==> config.mk <==
export PLATFORM = sky130hd
export DESIGN_NAME = pulse_accum
export DESIGN_NICKNAME = d
export VERILOG_FILES = /design/src/rtl/pulse_accum.sv
export SDC_FILE = /design/constraint.sdc
export NUM_CORES = 1
export LEC_CHECK = 0
export ABC_AREA = 1
export BUFFER_PORTS_ARGS = -buffer_cell sky130_fd_sc_hd__buf_4
export CORE_MARGIN = 2
export CORE_UTILIZATION = 43
export CTS_CLUSTER_SIZE = 8
export DETAILED_ROUTE_END_ITERATION = 10
export HOLD_SLACK_MARGIN = 0.12
export PLACE_DENSITY_LB_ADDON = 0.2
export SLEW_MARGIN = 20
export SYNTH_ARGS = -nofsm -noshare
export SYNTH_HDL_FRONTEND = slang
export SYNTH_SLANG_ARGS = --single-unit
==> constraint.sdc <==
create_clock -name clk -period 2.4 [get_ports clk]
set_input_delay 0.24 -clock clk [delete_from_list [all_inputs] [get_ports clk]]
set_output_delay 0.24 -clock clk [all_outputs]
set_load 0.03 [all_outputs]
==> src/rtl/pulse_accum.sv <==
module pulse_accum #(
  parameter int W   = 8,
  parameter int DIV = 64
) (
  input  logic         clk,
  input  logic         rst_n,
  input  logic         pin_i,
  input  logic         en_i,
  input  logic         gate_mode_i,
  input  logic         pol_i,
  input  logic         ovf_ie_i,
  input  logic         edg_ie_i,
  input  logic         cnt_we_i,
  input  logic [W-1:0] cnt_wdata_i,
  input  logic [1:0]   flag_clr_i,
  output logic [W-1:0] cnt_o,
  output logic         ovf_flag_o,
  output logic         edg_flag_o,
  output logic         irq_o
);
  localparam int PW = (DIV > 1) ? $clog2(DIV) : 1;
  localparam logic [PW-1:0] PLAST = PW'(DIV - 1);

  logic [PW-1:0] presc;
  logic          pin_d;
  logic [W-1:0]  cnt;
  logic          ovf_q, edg_q;

  wire tick      = (presc == PLAST);
  wire rise      = pin_i & ~pin_d;
  wire fall      = ~pin_i & pin_d;
  wire sel_edge  = pol_i ? rise : fall;
  wire gate_open = pin_i ^ pol_i;
  wire inc       = en_i & (gate_mode_i ? (tick & gate_open) : sel_edge);
  wire bump      = inc & ~cnt_we_i;
  wire wrap      = bump & (cnt == {W{1'b1}});
  wire edg_set   = en_i & sel_edge;

  always_ff @(posedge clk) begin
    if (!rst_n) begin
      presc <= '0;
      pin_d <= 1'b0;
    end else begin
      presc <= tick ? '0 : presc + 1'b1;
      pin_d <= pin_i;
    end
  end

  always_ff @(posedge clk) begin
    if (!rst_n)        cnt <= '0;
    else if (cnt_we_i) cnt <= cnt_wdata_i;
    else if (bump)     cnt <= cnt + 1'b1;
  end

  always_ff @(posedge clk) begin
    if (!rst_n) begin
      ovf_q <= 1'b0;
      edg_q <= 1'b0;
    end else begin
      ovf_q <= wrap    | (ovf_q & ~flag_clr_i[1]);
      edg_q <= edg_set | (edg_q & ~flag_clr_i[0]);
    end
  end

  assign cnt_o      = cnt;
  assign ovf_flag_o = ovf_q;
  assign edg_flag_o = edg_q;
  assign irq_o      = (ovf_q & ovf_ie_i) | (edg_q & edg_ie_i);
endmodule

After elaboration in Yosys (flattened, before gate mapping). Cells that the tools add are included.

$add $sub $neg: 2. $mul: 0. Div/mod/pow operators: 0. $lt $le $gt $ge: 0. Equality and inequality tests: 2. Shift operators: 0. Multiplexer cells: 4. Bitwise gates (word level): 21. Reduce and logical (&&, ||, !) cells: 2.

Operators by type and width (number): 8-bit 2-to-1 mux (2); 1-bit AND (11); 8-bit by 1-bit adder with 8-bit output, second input constant (1); 8-bit == test, second input constant (1); 6-bit by 1-bit adder with 6-bit output, second input constant (1); 6-bit == test, second input constant (1); 1-bit NOT (6); 1-bit OR (3); 1-bit 2-to-1 mux (2); 2-bit nonzero test (1); 2-bit OR reduction (1); 1-bit bitwise XOR (1).

Register bits: 17. Latch bits: 0. RAM bits: 0. Bits in read-only memories: 0. Input bits: 19. Output and inout port bits: 11. Logic and storage cells: 36. Memories kept: 0.

Depth between registers and ports, before layout.
Depth after elaboration: 8. Depth in mapped cells: 10. Depth with buffers taken out: 10.

Least setup slack after synthesis. No wires, ideal clock.

Path type: register to register. Start: register cnt[0], in the netlist cnt_o[0]. End: register ovf_q, in the netlist ovf_flag_o. Library setup time: 0.072 ns. Arrival time: 1.417 ns. Data required time: 2.328 ns. Slack: 0.911 ns. Cell stages (with the launch flop): 8. Path buffers: 0. Period minus slack after synthesis: 1.489 ns. Cell sequence: dfxtp_1 > ha_1 > nand2_1 > nor2_1 > nand3_1 > nor3_1 > nand3_1 > a21oi_1.

Longest elaborated chain between the ends: 3.

Ends and longest elaborated chain: from (decl) (RTL line 26) `logic [W-1:0] cnt;`; from (signal assigned) (RTL line 51) `else if (cnt_we_i) cnt <= cnt_wdata_i;`; from (signal assigned) (RTL line 52) `else if (bump) cnt <= cnt + 1'b1;`; 8-bit == test (RTL line 36) `wire wrap = bump & (cnt == {W{1'b1}});`; 1-bit AND (RTL line 36); 1-bit OR (RTL line 60) `ovf_q <= wrap | (ovf_q & ~flag_clr_i[1]);`; to (signal assigned) (RTL line 60); to (decl) (RTL line 27) `logic ovf_q, edg_q;`.

No other way between the ends. A chain may end at the register's enable or synchronous reset.

Worst setup path in the final report. Same ends and word-level chain as after synthesis.

==> metrics <==
status finished, final reports clean; Placed Instances 199; Site Rows 17; Setup TNS 0 ps; Skew-Pair Late Insertion Delay between 200 and 300 ps; htree depth 1; Fmax 629.8 MHz; cell with the most instances after synthesis nand2_1; layout cells sized above 1 24.57%; first drt pass iteration count 4; die height between 50 and 60 um; vias in the first global route 954; Core ar. 2170 um2; initial antenna violation count 0; post-route insts no fill 203; Ports 30; crit-path max FO 5; Synth warnings 0; first-pass GRT wire length ~3.8 mm; Tightest Pin Transition 310.1 ps; Synth area leaders dfxtp_1, nand2_1, nand3_1; pre-CTS WS 838.4 ps; Finished Core Util a little under three fifths; FF+latch count, synth 17; CP Data Required Time 2620 ps; slew margin rel. approximately 79%; Total Wirelength 2.165 mm; Clock Sinks 17; number of vias per cell ~4.8; global placement routability congestion 0.8045; total global routing overflow 0; startpoint types register; leakage power 0.5772 nW; Layout area overhead 28.05%; routed length per instance between 10 and 15 um; HPWL Detailed 1.710 mm; max-slew violation count 0; Critical Setup Path Class reg -> reg; CTS resizes 0; asr flop ratio synth 0%; largest area contributor in the netlist dfxtp_1; endpoints failing hold 0; Yosys top cell area share 35.32%; Hold Crit Class in -> reg; worst clock skew 5.243 ps; library cells used by synthesis 24; clock tree buffer depth 2; Diodes inserted 0; max cap viols 0; Primary FF master, synth dfxtp_1; period utilization 66.16%; postcts setup bufs 0; WP data arrival approximately 1800 ps; register area share after synthesis about a third; via count 968; Post-synth EDFFs 0; largest net degree at the start of global routing 16; post-layout minimum cycle time 1588 ps; Synthesized Nets 165; clock root buffer clkbuf_4; Starting DRT DRC Count 16; total track usage a little under a fifth; ANT nets after route 0; post-route DRC violation count 0; Max VDD drop 322.0 uV; RSZ-0062 raised after global routing false; Die X 51.34 um; Power Total 0.5895 mW; worst setup margin 812.2 ps; Worst-path clk slew 100 ps; Final setup viols 0; die area approximately 2600 um2; CTS Buf Count 3; Synth Area per Inst 6.690 um2; P per Cell Area approximately 480 nW/um2; CTS Hold Bufs 0; Initial Utilization 44.41%; cells after synthesis 144; nets roughly 200; Setup crit end kind register; post-synthesis cell area 963.4 um2; Commonest cells post-synth nand2_1, nand3_1, nor2_1; Port Buffer Count 29; CTS tree built
==> power by group <==
group / internal (mW) / switching (mW) / total, mW / leakage, nW
clock: 0.0644 / 0.0873 / 0.152 / 0.0150
sequential: 0.296 / 0.0147 / 0.311 / 0.139
combinational: 0.0550 / 0.0722 / 0.127 / 0.423
total: 0.415 / 0.174 / 0.590 / 0.577
==> registers in the layout (all words and copies together), names as in the netlist <==
name        count
cnt_o           8
presc           6
edg_flag_o      1
ovf_flag_o      1
pin_d           1
==> cells by family (layout without fill, tap and decap cells) <==
family / Yosys count / in the layout / share of synthesized area (%)
simple gates: 89 / 89 / 43.38
buf+inv: 18 / 49 / 7.142
flops: 17 / 17 / 35.33
compound gates: 16 / 16 / 9.741
fa+ha+maj: 2 / 2 / 2.597
xor+xnor: 2 / 2 / 1.819
==> routing by layer <==
metal	track usage (%)	vias to the layer above	part of all wire, %
li1	-	523	-
met1	22.66	415	46
met2	31.82	28	47
met3	4.678	2	6.6
met4	8.772	0	0.65
met5	0	-	0
==> cell type report <==
class | count | area (um2)
Tap cell | 28 | 35.03
Inverter | 16 | 60.06
Clock buffer | 4 | 26.28
Timing Repair Buffer | 29 | 217.7
Sequential cell | 17 | 340.3
Multi-Input combinational cell | 109 | 554.3
Fill cell | 214 | 935.9
==> cell usage in the layout, fill, tap and decap left out <==
cell type  synthesis  final
nand2_4            1      1
o21ai_2            1      1
nand3_1           19     19
o21bai_1           1      1
xnor2_1            1      1
o21ai_0            2      2
buf_4              0     29
nand2_8            2      2
nand2_1           44     44
clkbuf_4           0      3
inv_2              2      2
nor2_4             1      1
clkbuf_1           1      1
a31o_2             1      1
a21oi_1           10     10
nor3_1             1      1
clkinv_1           3      3
ha_1               2      2
a22o_1             1      1
nor2_1            18     18
inv_1             11     11
nand3_2            1      1
dfxtp_1           17     17
nand2_2            2      2
xor2_1             1      1
==> stage by stage <==
step                      area (um2)  hold slack, ps
after global placement          1207           428.6
after global routing            1234           161.2
after detailed placement        1207           437.3
after floorplan                963.4           333.5
final                           1234           160.3
after CTS                       1234           149.1
==> final timing paths <==
path,start,to,slack [ps],cells after the start
worst min register to register,presc[0],presc[0],450,1
worst max register to register,cnt_o[0],ovf_flag_o,810,7
worst max-delay path,cnt_o[0],ovf_flag_o,810,7
worst min-delay path,pin_i,pin_d,160,3
==> worst max-delay path, cell delays in order, from the launching register on <==
cell,delay [ps]
dfxtp_1,460
ha_1,210
nand2_1,100
nor2_1,200
nand3_1,130
nor3_1,190
nand3_1,110
a21oi_1,130
Power figures use the tool's default switching activity.
